File: src/rtl/pic_pkg.sv
package pic_pkg;
    typedef enum logic [1:0] {
        ST_IDLE      = 2'd0,
        ST_ASSERT    = 2'd1,
        ST_INSERVICE = 2'd2
    } pic_state_t;

    localparam int          DATA_W   = 8;
    localparam logic [7:0]  EOI_CODE = 8'h20;
endpackage

File: src/rtl/pic_edge_pend.sv
module pic_edge_pend #(
    parameter int N_LINES = 8
) (
    input  logic               clk,
    input  logic               rst_n,
    input  logic [N_LINES-1:0] lines,
    input  logic [N_LINES-1:0] clr,
    output logic [N_LINES-1:0] pend
);
    logic [N_LINES-1:0] lines_q;
    logic [N_LINES-1:0] rise;

    assign rise = lines & ~lines_q;

    // A fresh edge wins over a clear in the same cycle.
    genvar g;
    generate
        for (g = 0; g < N_LINES; g++) begin : g_bit
            always_ff @(posedge clk or negedge rst_n) begin
                if (!rst_n) begin
                    lines_q[g] <= 1'b0;
                    pend[g]    <= 1'b0;
                end else begin
                    lines_q[g] <= lines[g];
                    if (rise[g])
                        pend[g] <= 1'b1;
                    else if (clr[g])
                        pend[g] <= 1'b0;
                end
            end
        end
    endgenerate
endmodule

File: src/rtl/pic_prio.sv
module pic_prio #(
    parameter int N_LINES = 8,
    localparam int IDX_W  = (N_LINES > 1) ? $clog2(N_LINES) : 1
) (
    input  logic [N_LINES-1:0] cand,
    output logic [N_LINES-1:0] grant,
    output logic [IDX_W-1:0]   idx,
    output logic               any
);
    // Line 0 beats every higher-numbered line.
    genvar g;
    generate
        for (g = 0; g < N_LINES; g++) begin : g_gnt
            if (g == 0) begin : g_top
                assign grant[g] = cand[g];
            end else begin : g_rest
                assign grant[g] = cand[g] & ~(|cand[g-1:0]);
            end
        end
    endgenerate

    assign any = |cand;

    always_comb begin
        idx = '0;
        for (int i = 0; i < N_LINES; i++) begin
            if (grant[i])
                idx = IDX_W'(i);
        end
    end
endmodule

File: src/rtl/pic_fsm.sv
module pic_fsm
    import pic_pkg::*;
#(
    parameter int N_LINES  = 8,
    parameter int VEC_BASE = 8,
    localparam int IDX_W   = (N_LINES > 1) ? $clog2(N_LINES) : 1
) (
    input  logic               clk,
    input  logic               rst_n,
    input  logic               any_cand,
    input  logic [N_LINES-1:0] grant,
    input  logic [IDX_W-1:0]   grant_idx,
    input  logic               ack,
    input  logic               eoi,
    output logic [N_LINES-1:0] isr,
    output logic [N_LINES-1:0] take_mask,
    output logic               int_req,
    output logic               vec_valid,
    output logic [DATA_W-1:0]  vec_num
);
    pic_state_t state, state_n;
    logic       take;

    assign take      = (state == ST_ASSERT) && ack && any_cand;
    assign take_mask = take ? grant : '0;

    // State register
    always_ff @(posedge clk or negedge rst_n) begin
        if (!rst_n)
            state <= ST_IDLE;
        else
            state <= state_n;
    end

    // Transitions: arm, withdraw, accept, release
    always_comb begin
        state_n = state;
        unique case (state)
            ST_IDLE: begin
                if (any_cand)
                    state_n = ST_ASSERT;
            end
            ST_ASSERT: begin
                if (take)
                    state_n = ST_INSERVICE;
                else if (!any_cand)
                    state_n = ST_IDLE;
            end
            ST_INSERVICE: begin
                if (eoi)
                    state_n = ST_IDLE;
            end
            default: state_n = ST_IDLE;
        endcase
    end

    // Outputs and in-service register
    always_ff @(posedge clk or negedge rst_n) begin
        if (!rst_n) begin
            isr       <= '0;
            vec_valid <= 1'b0;
            vec_num   <= '0;
        end else begin
            vec_valid <= take;
            if (take) begin
                isr     <= isr | grant;
                vec_num <= DATA_W'(VEC_BASE) + DATA_W'(grant_idx);
            end else if (eoi) begin
                isr     <= isr & (isr - 1'b1);
            end
        end
    end

    assign int_req = (state == ST_ASSERT);
endmodule

File: src/rtl/prio_irq_ctrl.sv
module prio_irq_ctrl
    import pic_pkg::*;
#(
    parameter int N_LINES  = 8,
    parameter int VEC_BASE = 8,
    localparam int IDX_W   = (N_LINES > 1) ? $clog2(N_LINES) : 1
) (
    input  logic              clk,
    input  logic              rst_n,
    input  logic [N_LINES-1:0] irq_in,
    input  logic              reg_wr,
    input  logic              reg_addr,
    input  logic [DATA_W-1:0] reg_wdata,
    output logic [DATA_W-1:0] reg_rdata,
    output logic              int_req,
    input  logic              int_ack,
    output logic              vec_valid,
    output logic [DATA_W-1:0] vec_num
);
    logic [N_LINES-1:0] mask_q;
    logic [N_LINES-1:0] pend;
    logic [N_LINES-1:0] cand;
    logic [N_LINES-1:0] grant;
    logic [N_LINES-1:0] take_mask;
    logic [N_LINES-1:0] isr;
    logic [IDX_W-1:0]   grant_idx;
    logic               any_cand;
    logic               eoi;

    assign eoi = reg_wr && !reg_addr && (reg_wdata == EOI_CODE);

    always_ff @(posedge clk or negedge rst_n) begin
        if (!rst_n)
            mask_q <= '1;
        else if (reg_wr && reg_addr)
            mask_q <= reg_wdata[N_LINES-1:0];
    end

    always_comb begin
        reg_rdata = '0;
        if (reg_addr)
            reg_rdata[N_LINES-1:0] = mask_q;
        else
            reg_rdata[N_LINES-1:0] = isr;
    end

    // Any in-service line blocks all candidates.
    assign cand = (|isr) ? '0 : (pend & ~mask_q);

    pic_edge_pend #(.N_LINES(N_LINES)) u_pend (
        .clk   (clk),
        .rst_n (rst_n),
        .lines (irq_in),
        .clr   (take_mask),
        .pend  (pend)
    );

    pic_prio #(.N_LINES(N_LINES)) u_prio (
        .cand  (cand),
        .grant (grant),
        .idx   (grant_idx),
        .any   (any_cand)
    );

    pic_fsm #(.N_LINES(N_LINES), .VEC_BASE(VEC_BASE)) u_fsm (
        .clk       (clk),
        .rst_n     (rst_n),
        .any_cand  (any_cand),
        .grant     (grant),
        .grant_idx (grant_idx),
        .ack       (int_ack),
        .eoi       (eoi),
        .isr       (isr),
        .take_mask (take_mask),
        .int_req   (int_req),
        .vec_valid (vec_valid),
        .vec_num   (vec_num)
    );
endmodule

File: config.mk
export PLATFORM = sky130hd
export DESIGN_NAME = prio_irq_ctrl
export DESIGN_NICKNAME = d
export VERILOG_FILES = /design/src/rtl/pic_pkg.sv /design/src/rtl/pic_edge_pend.sv /design/src/rtl/pic_prio.sv /design/src/rtl/pic_fsm.sv /design/src/rtl/prio_irq_ctrl.sv
export SDC_FILE = /design/constraint.sdc
export NUM_CORES = 1
export LEC_CHECK = 0
export BUFFER_PORTS_ARGS = -buffer_cell sky130_fd_sc_hd__buf_2
export CORE_ASPECT_RATIO = 1.4
export CORE_MARGIN = 3
export CORE_UTILIZATION = 50
export DETAILED_ROUTE_END_ITERATION = 8
export PLACE_DENSITY = 0.74
export SLEW_MARGIN = 20
export SYNTH_ARGS = -nofsm -noshare
export SYNTH_HDL_FRONTEND = slang
export SYNTH_SLANG_ARGS = --single-unit
export TNS_END_PERCENT = 10
File: constraint.sdc
create_clock -name clk -period 5.53 [get_ports clk]
set_input_delay 0 -clock clk [delete_from_list [all_inputs] [get_ports clk]]
set_output_delay 0 -clock clk [all_outputs]
set_load 0.02 [all_outputs]
After elaboration in Yosys (flattened, before gate mapping)
Index checks and enable logic that the tools add are counted.
- $add $sub $neg: 2
- equal/unequal tests: 6
- muxes and demuxes: 33
- bitwise gates (word level): 20
- reduce and logical (&&, ||, !) cells: 25
- operators with widths (kind ; number):
    $mux W8 ; 5
    $and A8 B8 Y8 ; 3
    $mux W3 ; 6
    $reduce_bool A2 Y1 ; 9
    $mux W1 ; 17
    $not A8 Y8 ; 2
    $reduce_or A8 Y1 ; 2
    $eq A8 B6 Y1 const B ; 1
    $mux W2 ; 4
    $or A8 B8 Y8 ; 1
    $sub A8 B1 Y8 const B ; 1
    $and A1 B1 Y1 ; 7
    $not A1 Y1 ; 7
    $reduce_or A7 Y1 ; 1
    $pmux W2 S3 ; 1
    $reduce_or A6 Y1 ; 1
    $add A4 B3 Y5 const A ; 1
    $logic_and A1 B1 Y1 ; 5
    $reduce_or A5 Y1 ; 1
    $reduce_or A4 Y1 ; 1
    $ne A3 B3 Y1 const B ; 1
    $reduce_and A3 Y1 ; 1
    $reduce_or A3 Y1 ; 1
    $eq A2 B1 Y1 const B ; 1
    6 further kinds ; 6
- register bits after elaboration: 43

Logic depth before layout (Yosys ltp)
- depth in word-level cells: 13
- depth in mapped cells: 8
- mapped depth without buffers: 6

By module
Synthesis repeated with hierarchy kept, for this count alone.
- cell total of the unflattened synthesis: 173
- area, all modules: 2038.2 µm²
- modules (own cells, without submodules) (module ; times used ; cells an instance ; area each (µm²) ; sequential area each (µm²)):
    pic_fsm ; 1 ; 63 ; 729.4 ; 375.4
    prio_irq_ctrl ; 1 ; 48 ; 604.3 ; 210.2
    pic_edge_pend ; 1 ; 40 ; 554.3 ; 400.4
    pic_prio ; 1 ; 22 ; 150.1 ; 0.0

Worst setup path after synthesis
No wires, ideal clock.
- kind: reg-to-reg
- start: reg mask_q[2]
- end: reg u_fsm.isr[4]
- data arrival time: 2.076 ns
- setup slack: 3.332 ns
- stages on the path, launching flop included: 9
- period minus slack after synthesis: 2.198 ns
- path through: dfstp_2 -> nor2b_1 -> or4_4 -> buf_6 -> o31ai_4 -> inv_2 -> buf_6 -> nor3_1 -> nor2_1
- RTL lines (item ; line ; text):
    start, declared ; prio_irq_ctrl.sv:20 ; logic [N_LINES-1:0] mask_q;
    start signal, assigned ; prio_irq_ctrl.sv:36 ; mask_q <= reg_wdata[N_LINES-1:0];
    $not A8 Y8 (*) ; prio_irq_ctrl.sv:48 ; assign cand = (|isr) ? '0 : (pend & ~mask_q);
    $and A8 B8 Y8 (*) ; prio_irq_ctrl.sv:48 ;
    $mux W8 (*) ; prio_irq_ctrl.sv:48 ;
    $reduce_or A8 Y1 (*) ; pic_prio.sv:22 ; assign any = |cand;
    $logic_and A1 B1 Y1 (*) ; pic_fsm.sv:24 ; assign take = (state == ST_ASSERT) && ack && any_cand;
    net u_fsm.take ; pic_fsm.sv:22 ; logic take;
    $mux W8 or $reduce_bool A2 Y1 (tied branches) ; n/a ;
    end signal, assigned ; pic_fsm.sv:66 ; isr <= isr | grant;
    end signal, assigned ; pic_fsm.sv:69 ; isr <= isr & (isr - 1'b1);
    end, declared ; pic_fsm.sv:15 ; output logic [N_LINES-1:0] isr,
The timed path passes the listed nets; every way through them passes the cells marked *.
A chain may end at the register's enable or synchronous reset.

Worst setup path in the final report
- start: reg mask_q[2]
- end: reg u_fsm.isr[6]
- longest elaborated chain between the ends: 8
- RTL lines (item ; line ; text):
    $not A8 Y8 (*) ; prio_irq_ctrl.sv:48 ;
    $and A8 B8 Y8 (*) ; prio_irq_ctrl.sv:48 ;
    $mux W8 (*) ; prio_irq_ctrl.sv:48 ;
    $reduce_or A6 Y1 ; pic_prio.sv:17 ; assign grant[g] = cand[g] & ~(|cand[g-1:0]);
    $not A1 Y1 ; pic_prio.sv:17 ;
    $and A1 B1 Y1 ; pic_prio.sv:17 ;
    $or A8 B8 Y8 ; pic_fsm.sv:66 ;
    $mux W8 ; pic_fsm.sv:65 ; if (take) begin
Mark *: on every way between the ends. The rest lies on a longest branch, timed or not.

==> flow_summary_export.csv <==
group,metric,value,unit
place,portBuffers,34,
critical_path,critPathLaunchType,"flip-flop",
synthesis,ys_seq_elements,39,
timing,worst_slew_pin_slew,0.8448,ns
global_routing,grt_pass1_wl,7079,um
synthesis,synth-edff-count,0,
global_routing,grt-ovfl-total,0,
routing,routed-via-count,1420,
finish,final_cells,261,
routing,wire_per_inst,15.50,um
clock_network,clk_path_buf_depth,2,
critical_path,regToRegStartpoint,"mask_q[2]",
global_routing,antenna_found_initial,0,
global_routing,grt.total_usage,0.2097,
place,place.gp.congestion,0.8460,
synthesis,synthArstFlopShare,1.000,
floorplan,start_util,0.5327,
critical_path,worstSetupEndpoint,"u_fsm.isr[6]",
synthesis,syn_area,0.001833,mm2
clock_network,clock-sinks,39,
timing,fin_setup_tns,0,ns
routing,drc,0,
synthesis,yosysTopAreaCell,"dfrtp_1",
clock_network,cts_tree,"yes",
synthesis,synth_flop_cell,"dfrtp_1",
floorplan,die_w,57.17,um
finish,antenna_cells,0,
finish,fin_area,0.002276,mm2
routing,highest_layer,"met4",
critical_path,rrSetupSlack,3.10,ns
timing,maxSlewViolCount,0,
clock_network,cts_inserted_buffers,5,
routing,route.met3.wl,171,um
synthesis,synth_area_leaders,"dfrtp_1 (42%), dfstp_2 (11%), mux2_2 (8.6%)",
synthesis,seq_area_frac_synth,0.5379,
critical_path,cp.arrival,2.60,ns
timing,finalHoldViolCount,0,
place,placed_cells,235,
critical_path,r2r-end,"u_fsm.isr[6]",
critical_path,required,5.71,ns
finish,drive_gt1_frac,0.3258,
global_routing,grt_max_degree,40,
finish,nets,241,
timing,max_slew_margin,0.4368,
floorplan,die_area,0.004439,mm2
synthesis,netlist_top_cells_count,"dfrtp_1 (31), mux2_2 (14), nand2_1 (12), inv_1 (11), nor2_1 (10)",
clock_network,htreeDepth,2,
place,hpwl,2985,um
critical_path,end_kind,"flip-flop",
floorplan,core,0.003441,mm2
power,ir_drop,0.2982,mV
global_routing,grt_pass1_vias,1558,
timing,setup_viol,0,
synthesis,synth.most_common_cell,"dfrtp_1",
clock_network,cts_root_buf,"clkbuf_8",
floorplan,rows,25,
routing,initialDrtViolationCount,32,
synthesis,synth.distinct_cells,39,
clock_network,cts_resized,0,
synthesis,synthCells,166,
critical_path,critPathMaxFanout,11,
power,leakage,0.001070,uW
finish,fillers,270,
finish,area_delta_synth_final,24.16,%
routing,drt-total-wl,4046,um
synthesis,yosys_warnings,0,
floorplan,die_y,77.64,um
routing,vias_per_cell,5.441,
clock_network,clkTransAtPathRegs,0.07,ns
timing,fin_crit,2.426,ns
routing,firstDrtPassIters,4,
critical_path,startpoint,"mask_q[2]",
timing,rsz0062_at_grt,"no",
routing,wl_met1,1533,um
synthesis,postSynthAreaPerCell,11.04,um2
critical_path,r2r_cells,6,
place,dpl-instance-area,0.002004,mm2
timing,skew,0.01020,ns
routing,ant_nets,0,
timing,timing.fmax,412.2,MHz
synthesis,synth_top_cell_area_share,0.4232,
status,outcome,"complete, no violations",
timing,finalCritPeriodShare,0.4387,
floorplan,io_pins,39,
hold_path,hold_path_class,"in -> reg",
power,power.density,261.2,mW/mm2
critical_path,critPathKind,"reg -> reg",
flow_run,cap_violations,0,
clock_network,clk_latency,0.29,ns
routing,wl_met2,2223,um
-- flip-flops by register name (all words and copies together) (netlist names) --
register,cells
u_fsm.vec_valid,1
mask_q,8
u_fsm.state,2
u_pend.pend,8
u_fsm.isr,8
u_pend.lines_q,8
u_fsm.vec_num,4
-- logic make-up (layout without fill, tap and decap cells) --
family,count (synthesis),in the layout,synth area share
AOI/OAI and AO/OA,31,31,0.1229
muxes,14,14,0.08601
and+or+nand+nor,61,61,0.1939
buffers and inverters,20,72,0.05734
DFF,39,39,0.5379
other,1,4,0.002046
-- power by group --
part           total [uW]  leakage (uW)  internal (uW)  switching [uW]
Sequential            314      0.000447            304            10.1
Clock                 193     0.0000482            101            92.7
Combinational        87.3      0.000575           38.5            48.8
-- routing by layer --
metal,global-route usage,up-vias
met4,0.1230,0
met5,0,-
met1,0.2227,684
met3,0.04825,11
li1,-,684
met2,0.3684,41
-- critical path: stages, from the launching register on --
cell and delay (ns):
dfstp_2 0.55, nor2b_1 0.10, or4_4 0.61, o31ai_4 0.49, inv_2 0.20, o41ai_2 0.30
nand2_1 0.08
-- metrics by stage --
stage / power [uW] / hold slack [ns] / worst slack, ns / util
after floorplan: 368.7 / -0.2956 / 3.332 / -
after global placement: 393.0 / 0.1214 / 3.177 / 0.5825
after detailed placement: 396.5 / 0.1222 / 3.131 / 0.5825
after CTS: 601.8 / 0.3276 / 3.117 / 0.6615
after global routing: 623.5 / 0.3622 / 2.970 / 0.6615
final: 594.6 / 0.3371 / 3.104 / 0.6615
-- worst min-delay path by stage --
stage,start,endpoint,slack (ns),cells past startpoint
floorplan,rst_n,u_fsm.isr[0],-0.30,0
global placement,irq_in[5],u_pend.lines_q[5],0.12,1
detailed placement,irq_in[3],u_pend.lines_q[3],0.12,1
CTS,reg_wr,mask_q[7],0.33,3
global route,irq_in[3],u_pend.lines_q[3],0.36,2
finish,reg_wr,mask_q[6],0.34,3
-- final cells by class --
type | instances | area (um2) | area share
clock buffers | 7 | 86.33 | 0.03793
clock inverters | 1 | 5.005 | 0.002199
inverters | 12 | 45.04 | 0.01979
multi-input cells | 110 | 753.2 | 0.3310
flip-flops and latches | 39 | 985.9 | 0.4332
well taps | 40 | 50.05 | 0.02199
repair buffers | 52 | 350.3 | 0.1539
-- cells in the final DEF (no fill, tap or decap), types with 2 or more instances in the layout --
cell           instances
o21ai_0                8
dlygate4sd3_1         18
clkbuf_8               6
nor2b_1                8
or4_4                  2
mux2_2                14
nor4b_1                2
a22o_1                 3
nand2_1               12
o41ai_1                3
nand3_1                3
a21oi_1                6
buf_2                 34
nor2_1                10
or3_1                  2
dfstp_2                8
nand3b_1               2
dfrtp_1               31
conb_1                 4
nor3_1                 6
inv_1                 11
nand2b_1               6
a31oi_1                3
nor4_1                 2
-- what timing repair did --
action | CTS | global route
endpoints found under the hold margin | 56 | 0
hold buffers | 18 | 0
buffers inserted | 0 | 0
No activity file was read; power rests on OpenSTA's default activity.
